<file path="config.mk">
export PLATFORM = sky130hd
export DESIGN_NAME = vidSyncCapture
export DESIGN_NICKNAME = d
export VERILOG_FILES = /design/src/rtl/cap_pkg.sv /design/src/rtl/capSampler.sv /design/src/rtl/capLineCtrl.sv /design/src/rtl/capSizeMeter.sv /design/src/rtl/capPixelPath.sv /design/src/rtl/vidSyncCapture.sv
export SDC_FILE = /design/constraint.sdc
export NUM_CORES = 1
export LEC_CHECK = 0
export BUFFER_PORTS_ARGS = -buffer_cell sky130_fd_sc_hd__buf_2
export CAP_MARGIN = 25
export CORE_MARGIN = 4
export CORE_UTILIZATION = 40
export CTS_BUF_LIST = sky130_fd_sc_hd__clkbuf_4 sky130_fd_sc_hd__clkbuf_8
export DETAILED_ROUTE_END_ITERATION = 7
export GPL_TIMING_DRIVEN = 0
export SYNTH_ARGS = -nofsm -noshare
export SYNTH_HDL_FRONTEND = slang
export SYNTH_SLANG_ARGS = --single-unit
</file>
<file path="constraint.sdc">
create_clock -name clk -period 1.8 [get_ports clk]
set_input_delay 0.18 -clock clk [delete_from_list [all_inputs] [get_ports clk]]
set_output_delay 0.18 -clock clk [all_outputs]
set_load 0.005 [all_outputs]
</file>
<file path="src/rtl/cap_pkg.sv">
package cap_pkg;
  // Per-sample decisions from the control to the datapath.
  typedef struct packed {
    logic lineNow;    // current sample lies inside a line
    logic pixKeep;    // current sample is a captured pixel
    logic startKeep;  // current sample opens a captured line
    logic lineEnd;    // previous sample closed a captured line
    logic frameStart; // current sample opens a frame
    logic latchSize;  // a finished frame's size is ready to report
  } capStrobe_t;
endpackage

</file>
<file path="src/rtl/capSampler.sv">
module capSampler #(
  parameter int DATA_W = 16
) (
  input  logic              clk,
  input  logic              rstN,
  input  logic              cfgHsActHigh,
  input  logic              cfgVsActHigh,
  input  logic              cfgAvActHigh,
  input  logic [DATA_W-1:0] pixIn,
  input  logic              hsyncIn,
  input  logic              vsyncIn,
  input  logic              actvidIn,
  input  logic              fidIn,
  output logic [DATA_W-1:0] sData,
  output logic              sFid,
  output logic              sHs,
  output logic              sVs,
  output logic              sAv,
  output logic              dHs,
  output logic              dVs,
  output logic              dAv
);
  // Normalised syncs: 1 means active regardless of pin polarity.
  // Reset values are chosen so that no edge appears right after reset.
  always_ff @(posedge clk) begin
    if (!rstN) begin
      sData <= '0;
      sFid  <= 1'b0;
      sHs   <= 1'b1;
      sVs   <= 1'b1;
      sAv   <= 1'b0;
      dHs   <= 1'b1;
      dVs   <= 1'b1;
      dAv   <= 1'b0;
    end else begin
      sData <= pixIn;
      sFid  <= fidIn;
      sHs   <= ~(hsyncIn ^ cfgHsActHigh);
      sVs   <= ~(vsyncIn ^ cfgVsActHigh);
      sAv   <= ~(actvidIn ^ cfgAvActHigh);
      dHs   <= sHs;
      dVs   <= sVs;
      dAv   <= sAv;
    end
  end
endmodule

</file>
<file path="src/rtl/capLineCtrl.sv">
module capLineCtrl
  import cap_pkg::*;
(
  input  logic       clk,
  input  logic       rstN,
  input  logic       cfgStyleActvid,
  input  logic       sHs,
  input  logic       sVs,
  input  logic       sAv,
  input  logic       dHs,
  input  logic       dVs,
  input  logic       dAv,
  output capStrobe_t strobe
);
  logic pending, capturing;
  logic lineNow, linePrev, lineStart, vsRise, pendNow, frameStart, capNext;

  always_comb begin
    lineNow    = cfgStyleActvid ? sAv : ~sHs;
    linePrev   = cfgStyleActvid ? dAv : ~dHs;
    lineStart  = lineNow & ~linePrev;
    vsRise     = sVs & ~dVs;
    pendNow    = pending | vsRise;
    frameStart = lineStart & pendNow;
    capNext    = capturing | frameStart;

    strobe.lineNow    = lineNow;
    strobe.pixKeep    = lineNow & capNext;
    strobe.startKeep  = lineStart & capNext;
    strobe.lineEnd    = linePrev & ~lineNow & capturing;
    strobe.frameStart = frameStart;
    strobe.latchSize  = frameStart & capturing;
  end

  always_ff @(posedge clk) begin
    if (!rstN) begin
      pending   <= 1'b0;
      capturing <= 1'b0;
    end else begin
      pending   <= pendNow & ~frameStart;
      capturing <= capNext;
    end
  end

  // Once a frame has begun, capture never stops.
  assert_capture_sticky_R5: assert property (@(posedge clk) disable iff (!rstN)
    capturing |=> capturing);

  // A latched size report is only possible once capture is running.
  assert_report_after_capture_R7: assert property (@(posedge clk) disable iff (!rstN)
    strobe.latchSize |-> capturing);
endmodule

</file>
<file path="src/rtl/capSizeMeter.sv">
module capSizeMeter
  import cap_pkg::*;
#(
  parameter int CNT_W = 12
) (
  input  logic             clk,
  input  logic             rstN,
  input  capStrobe_t       strobe,
  output logic             sizeValid,
  output logic [CNT_W-1:0] frameWidth,
  output logic [CNT_W-1:0] frameHeight
);
  localparam logic [CNT_W-1:0] CNT_MAX = {CNT_W{1'b1}};

  logic [CNT_W-1:0] lineCnt, lastWidth, heightCnt;

  always_ff @(posedge clk) begin
    if (!rstN) begin
      lineCnt     <= '0;
      lastWidth   <= '0;
      heightCnt   <= '0;
      sizeValid   <= 1'b0;
      frameWidth  <= '0;
      frameHeight <= '0;
    end else begin
      sizeValid <= strobe.latchSize;
      if (strobe.latchSize) begin
        frameWidth  <= lastWidth;
        frameHeight <= heightCnt;
      end
      if (strobe.startKeep)
        lineCnt <= CNT_W'(1);
      else if (strobe.pixKeep && lineCnt != CNT_MAX)
        lineCnt <= lineCnt + 1'b1;
      if (strobe.lineEnd)
        lastWidth <= lineCnt;
      if (strobe.frameStart)
        heightCnt <= CNT_W'(1);
      else if (strobe.startKeep && heightCnt != CNT_MAX)
        heightCnt <= heightCnt + 1'b1;
    end
  end

  assert_width_saturates_R8: assert property (@(posedge clk) disable iff (!rstN)
    (lineCnt == CNT_MAX && !strobe.startKeep) |=> lineCnt == CNT_MAX);

  assert_height_saturates_R8: assert property (@(posedge clk) disable iff (!rstN)
    (heightCnt == CNT_MAX && !strobe.frameStart) |=> heightCnt == CNT_MAX);

  assert_size_single_pulse_R7: assert property (@(posedge clk) disable iff (!rstN)
    sizeValid |=> !sizeValid);
endmodule

</file>
<file path="src/rtl/capPixelPath.sv">
module capPixelPath
  import cap_pkg::*;
#(
  parameter int DATA_W = 16
) (
  input  logic              clk,
  input  logic              rstN,
  input  capStrobe_t        strobe,
  input  logic [DATA_W-1:0] sData,
  input  logic              sFid,
  output logic              outValid,
  output logic [DATA_W-1:0] outData,
  output logic              outSof,
  output logic              outSol,
  output logic              outEol,
  output logic              outFid,
  output logic              fidError
);
  logic              keep2, sol2, sof2, fid2;
  logic [DATA_W-1:0] data2;

  always_ff @(posedge clk) begin
    if (!rstN) begin
      keep2    <= 1'b0;
      sol2     <= 1'b0;
      sof2     <= 1'b0;
      fid2     <= 1'b0;
      data2    <= '0;
      outValid <= 1'b0;
      outData  <= '0;
      outSof   <= 1'b0;
      outSol   <= 1'b0;
      outEol   <= 1'b0;
      outFid   <= 1'b0;
      fidError <= 1'b0;
    end else begin
      keep2    <= strobe.pixKeep;
      sol2     <= strobe.startKeep;
      sof2     <= strobe.frameStart;
      fid2     <= sFid;
      data2    <= sData;
      outValid <= keep2;
      outData  <= data2;
      outSof   <= sof2;
      outSol   <= sol2;
      // The held pixel ends its line when the newer sample is outside one.
      outEol   <= keep2 & ~strobe.lineNow;
      outFid   <= fid2;
      if (sof2)
        fidError <= fid2;
    end
  end

  assert_sof_marks_line_R4: assert property (@(posedge clk) disable iff (!rstN)
    outSof |-> (outSol && outValid));

  assert_eol_closes_line_R6: assert property (@(posedge clk) disable iff (!rstN)
    outEol |=> (!outValid || outSol));

  assert_line_contiguous_R6: assert property (@(posedge clk) disable iff (!rstN)
    (outValid && !outSol) |-> $past(outValid));
endmodule

</file>
<file path="src/rtl/vidSyncCapture.sv">
module vidSyncCapture
  import cap_pkg::*;
#(
  parameter int DATA_W = 16,
  parameter int CNT_W  = 12
) (
  input  logic              clk,
  input  logic              rstN,
  input  logic              cfgStyleActvid,
  input  logic              cfgHsActHigh,
  input  logic              cfgVsActHigh,
  input  logic              cfgAvActHigh,
  input  logic [DATA_W-1:0] pixIn,
  input  logic              hsyncIn,
  input  logic              vsyncIn,
  input  logic              actvidIn,
  input  logic              fidIn,
  output logic              outValid,
  output logic [DATA_W-1:0] outData,
  output logic              outSof,
  output logic              outSol,
  output logic              outEol,
  output logic              outFid,
  output logic              fidError,
  output logic              sizeValid,
  output logic [CNT_W-1:0]  frameWidth,
  output logic [CNT_W-1:0]  frameHeight
);
  logic [DATA_W-1:0] sData;
  logic              sFid, sHs, sVs, sAv, dHs, dVs, dAv;
  capStrobe_t        strobe;

  capSampler #(.DATA_W(DATA_W)) sampler (
    .clk(clk), .rstN(rstN),
    .cfgHsActHigh(cfgHsActHigh), .cfgVsActHigh(cfgVsActHigh), .cfgAvActHigh(cfgAvActHigh),
    .pixIn(pixIn), .hsyncIn(hsyncIn), .vsyncIn(vsyncIn), .actvidIn(actvidIn), .fidIn(fidIn),
    .sData(sData), .sFid(sFid), .sHs(sHs), .sVs(sVs), .sAv(sAv),
    .dHs(dHs), .dVs(dVs), .dAv(dAv)
  );

  capLineCtrl ctrl (
    .clk(clk), .rstN(rstN), .cfgStyleActvid(cfgStyleActvid),
    .sHs(sHs), .sVs(sVs), .sAv(sAv), .dHs(dHs), .dVs(dVs), .dAv(dAv),
    .strobe(strobe)
  );

  capPixelPath #(.DATA_W(DATA_W)) pixPath (
    .clk(clk), .rstN(rstN), .strobe(strobe), .sData(sData), .sFid(sFid),
    .outValid(outValid), .outData(outData), .outSof(outSof), .outSol(outSol),
    .outEol(outEol), .outFid(outFid), .fidError(fidError)
  );

  capSizeMeter #(.CNT_W(CNT_W)) meter (
    .clk(clk), .rstN(rstN), .strobe(strobe),
    .sizeValid(sizeValid), .frameWidth(frameWidth), .frameHeight(frameHeight)
  );
endmodule

</file>
-- Yosys cells after proc, flatten, opt, wreduce, memory -nomap -nowiden
Index checks and enable logic that the tools add are counted.
- output and inout bits: 47
- bits in latches: 0
- logic and storage cells: 71
- register bits after elaboration: 128
- bits in read-only memories: 0
- memories: 0
- RAM bits: 0
- input port bits: 26
- mux-type cells: 6
- $add $sub $neg: 2
- multiply operators: 0
- magnitude comparators: 0
- shift-type cells: 0
- bitwise logic cells: 25
- equality and inequality tests: 2
- reductions and logical operators: 6
- div/mod/pow operators: 0
- operator list (operator ; count):
    $add A12 B1 Y12 const B ; 2
    $ne A12 B12 Y1 const B ; 2
    $and A1 B1 Y1 ; 10
    $not A1 Y1 ; 10
    $mux W1 ; 6
    $reduce_bool A2 Y1 ; 2
    $reduce_or A2 Y1 ; 2
    $xor A1 B1 Y1 ; 3
    $logic_and A1 B1 Y1 ; 2
    $or A1 B1 Y1 ; 2

-- Depth between registers and ports, before layout
- depth after elaboration: 10
- gate-level depth with buffers: 8

-- Modules after synthesis
From an unflattened synthesis, not the netlist that was laid out.
- cell total of the unflattened synthesis: 414
- area, all modules: 4536.9 sq um
- modules (own cells, without submodules) (module ; instances ; cells each ; sequential area each (sq um) ; area an instance (sq um)):
    capSizeMeter ; 1 ; 251 ; 1221.2 ; 2567.5
    capPixelPath ; 1 ; 89 ; 840.8 ; 1156.1
    capSampler ; 1 ; 51 ; 460.4 ; 638.1
    capLineCtrl ; 1 ; 23 ; 40.0 ; 175.2

-- Least setup slack after synthesis
Ideal clock, no wire load.
- path kind: flip-flop to flip-flop
- from: register meter.heightCnt[0]
- to: register meter.heightCnt[9]
- path buffers: 0
- data required time: 1729 ps
- period minus slack after synthesis: 1791 ps
- arrival time: 1720 ps
- stages on the path, launching flop included: 7
- slack: 9 ps
- path through: dfxtp_1 ha_1 nand3_1 nor4_2 or4_4 or3_1 a21oi_1
- cells in the longest elaborated chain, start to end: 2
- elaborated cells on any way between the ends: 3
- ends and longest elaborated chain (item ; RTL line ; RTL):
    start: declaration ; capSizeMeter.sv:15 ; logic [CNT_W-1:0] lineCnt, lastWidth, heightCnt;
    start signal: assignment ; capSizeMeter.sv:40 ; heightCnt <= heightCnt + 1'b1;
    parallel branches: the longest is 2 deep, another holds $add A12 B1 Y12 ; -- ;
Several ways; the timed one is not identified.
A chain may end at the register's enable or synchronous reset.

-- Final worst setup path
- from: register meter.heightCnt[3]
- to: register meter.heightCnt[9]
Same word-level chain as after synthesis.

==> impl_metrics.py <==
metrics = {
    "grt": {
        "grt_max_degree": 17,
        "grt_pass1_wl_um": 15740,
        "grt-ovfl-total": 0,
        "antenna_found_initial": 0,
        "grt_pass1_vias": 3447,
        "grt_usage_pct": 15.59,
    },
    "cells_and_area": {
        "area_growth_pct": 35.43,
        "mostFrequentLayoutCell": "dfxtp_1",
        "drive_gt1_share_pct": 28.96,
        "n_antenna_cell": 0,
        "nets": 602,
        "final_cell_mix": "dfxtp_1, buf_2, nand2_1, and2_1",
        "final_util_pct": 56.20,
    },
    "timing": {
        "fmax_mhz": 544.0,
        "finalCritPeriodShare_pct": 102.1,
        "maxSlewViolCount": 0,
        "timing.slew.headroom_pct": 66.14,
        "tns_ns": -0.03810,
        "skew_ns": 0.009213,
        "worstMarginPinSlew_ns": 0.5078,
        "finalSetupViolCount": 1,
        "final.min_clock_period_ns": 1.838,
        "hold_violations": 0,
        "rsz0062_at_grt": "true",
        "worst_slack_ns": -0.03810,
    },
    "drt": {
        "first_pass_iters": 4,
        "viasPerCell": 4.779,
        "vias": 3455,
        "drt-wirelength-per-cell_um": 13.24,
        "drt_iter0_drc": 109,
        "antenna_left": 0,
        "drcViolationCount": 0,
        "drt_wl_total_um": 9574,
    },
    "synthesis": {
        "ys_types": 38,
        "ys_seq_area_share_pct": 59.28,
        "async_flop_share_pct": 0,
        "ys_warn_count": 0,
        "synth.ff_latch_count": 128,
        "synth_top_flop_cell": "dfxtp_1",
        "synth-edff-count": 0,
        "post_synth.cell_area_avg_um2": 9.693,
        "synth_fp_nets": 474,
        "syn_area_um2": 4323,
        "netlist_instances": 446,
    },
    "floorplan": {
        "initial_core_util_pct": 41.50,
        "die_area_um2": 12530,
        "io_pins": 73,
        "core_um2": 10420,
        "die_w_um": 112.0,
        "num_rows": 37,
        "die_y_um": 112.0,
    },
    "hold_path": {
        "hold_path_depth": 3,
        "hp-class": "input pin to register",
        "worstHoldStart": "cfgAvActHigh",
        "worstHoldEndpoint": "sampler.sAv",
    },
    "setup_path": {
        "r2r_start": "meter.heightCnt[3]",
        "worstReg2RegEnd": "meter.heightCnt[9]",
        "critPathArrivalTime_ns": 2.20,
        "cp-end-kind": "register",
        "reg2reg_depth": 5,
        "critical_path_required_ns": 2.16,
        "crit_type": "register to register",
        "max_stage_delay_ns": 0.57,
        "critical_path.max_fanout": 6,
        "rrSetupSlack_ns": -0.04,
        "startpoint_type": "register",
        "slowest_stage": "or4_4",
        "crit_chain": "nand3_1 -> nor4_4 -> or4_4 -> or3_4 -> a21oi_2",
    },
    "pwr": {
        "vdd_drop_max_v": 0.0006823,
        "p_leak_uw": 0.002500,
        "power_density_nw_per_um2": 990.1,
    },
    "place": {
        "io_buffers": 72,
        "gp_congestion": 0.8063,
        "dp_hpwl_um": 6166,
    },
    "flow_run": {
        "max_cap_violations": 0,
    },
    "clock_network": {
        "cts.path.max_buffers": 2,
        "numCtsBuffers": 17,
        "cts_tree": "yes",
        "clkLatencyLatePin_ns": 0.43,
        "clk_pin_slew_ns": 0.07,
        "cts_max_level": 4,
        "root_buffer": "clkbuf_8",
        "cts_num_sinks": 128,
    },
    "outcome": {
        "violations": "negative setup slack",
        "status": "finished with violations",
    },
}
[how the worst max path moves through the flow]
stage	startpoint	to	slack, ns	cells past startpoint
5_1_grt	meter.heightCnt[3]	meter.heightCnt[9]	-0.09	5
6_report	meter.heightCnt[3]	meter.heightCnt[9]	-0.04	5
2_1_floorplan	meter.heightCnt[0]	meter.heightCnt[9]	0.009	6
3_3_place_gp	sampler.sVs	meter.lineCnt[5]	-0.32	5
3_5_place_dp	sampler.sVs	meter.lineCnt[5]	-0.35	5
4_1_cts	sampler.sHs	meter.heightCnt[9]	-0.02	5
[logic make-up (layout without fill, tap and decap cells)]
logic type / after synthesis / count (layout) / share of synthesized area, %
AO/OA/AOI/OAI: 56 / 56 / 7.410
XOR/XNOR: 14 / 14 / 2.837
adder cells (fa/ha/maj): 2 / 2 / 0.5788
buffers and inverters: 26 / 167 / 2.373
flip-flops: 128 / 128 / 59.28
multiplexers: 13 / 13 / 3.010
AND/OR/NAND/NOR: 207 / 207 / 24.52
[metrics by stage]
stage | instance area, um^2 | power (uW) | hold WS, ns | cells | setup WS [ns]
after floorplan | 4323 | 3080 | 0.3016 | 446 | 0.009047
after global placement | 4853 | 3156 | 0.3871 | 654 | -0.3157
after detailed placement | 4853 | 3162 | 0.3900 | 654 | -0.3513
after CTS | 5682 | 5847 | 0.004648 | 713 | -0.01722
after global routing | 5854 | 6029 | 0.03482 | 723 | -0.08808
final | 5854 | 5796 | 0.02427 | 723 | -0.03810
[sequential cells by signal, indices dropped and copies added (netlist names), 12 cells and up]
| name | cells |
|---|---|
| meter.lastWidth | 12 |
| meter.lineCnt | 12 |
| pixPath.outData | 16 |
| sampler.sData | 16 |
| meter.frameWidth | 12 |
| meter.frameHeight | 12 |
| pixPath.data2 | 16 |
| meter.heightCnt | 12 |
[cell type report]
class,count,area [um^2]
Timing Repair Buffer,111,708.2
Clock buffer,21,270.3
Clock inverter,11,162.7
Buffer,19,107.6
Fill cell,918,4562
Tap cell,136,170.2
Inverter,5,18.77
Multi-Input combinational cell,292,1823
Sequential cell,128,2594
[synth_stat cells (all sizes together) (3+ instances only)]
cell	instances	area share (%)
nand2b	3	0.43
nand4	3	0.43
mux2i	13	3.0
xnor2	7	1.4
nor3	7	0.81
or3	6	0.87
o211ai	3	0.52
buf	4	0.46
or4	6	1.1
nand2	66	5.7
and3	4	0.58
dfxtp	128	59
o2111ai	3	0.61
clkbuf	17	1.5
xor2	7	1.4
o21ai	10	1.2
inv	5	0.43
nand3	13	1.5
a21oi	33	3.8
or2	3	0.43
and2	59	8.5
nor2	30	2.6
[repair_timing]
item	4_1_cts	5_1_grt
pin swaps	6	17
setup buffers	6	12
resized for setup	36	36
hold buffers	22	0
hold endpoints to repair	20	0
endpoints found under the setup margin	44	51
[where the power goes]
group,internal [uW],total [uW],switching (uW)
Clock,1580,2640,1060
Combinational,124,248,124
Sequential,2890,2910,20.7
Total,4600,5800,1200
[critical path, delay by kind of cell (launching register included)]
family | cells | cell delay (ns)
AND/OR/NAND/NOR | 4 | 1.30
AO/OA/AOI/OAI | 1 | 0.14
flip-flops | 1 | 0.34
[per-layer routing]
| metal | wire (um) | track usage, % | vias up | part of all wire [%] |
|---|---|---|---|---|
| met5 | 0 | 0 | - | 0 |
| met4 | 185 | 6.490 | 0 | 1.9 |
| met3 | 390 | 5.163 | 22 | 4.1 |
| met2 | 4914 | 27.06 | 64 | 51 |
| met1 | 4084 | 17.57 | 1629 | 43 |
| li1 | - | - | 1740 | - |
(Power assumes the default switching activity.)
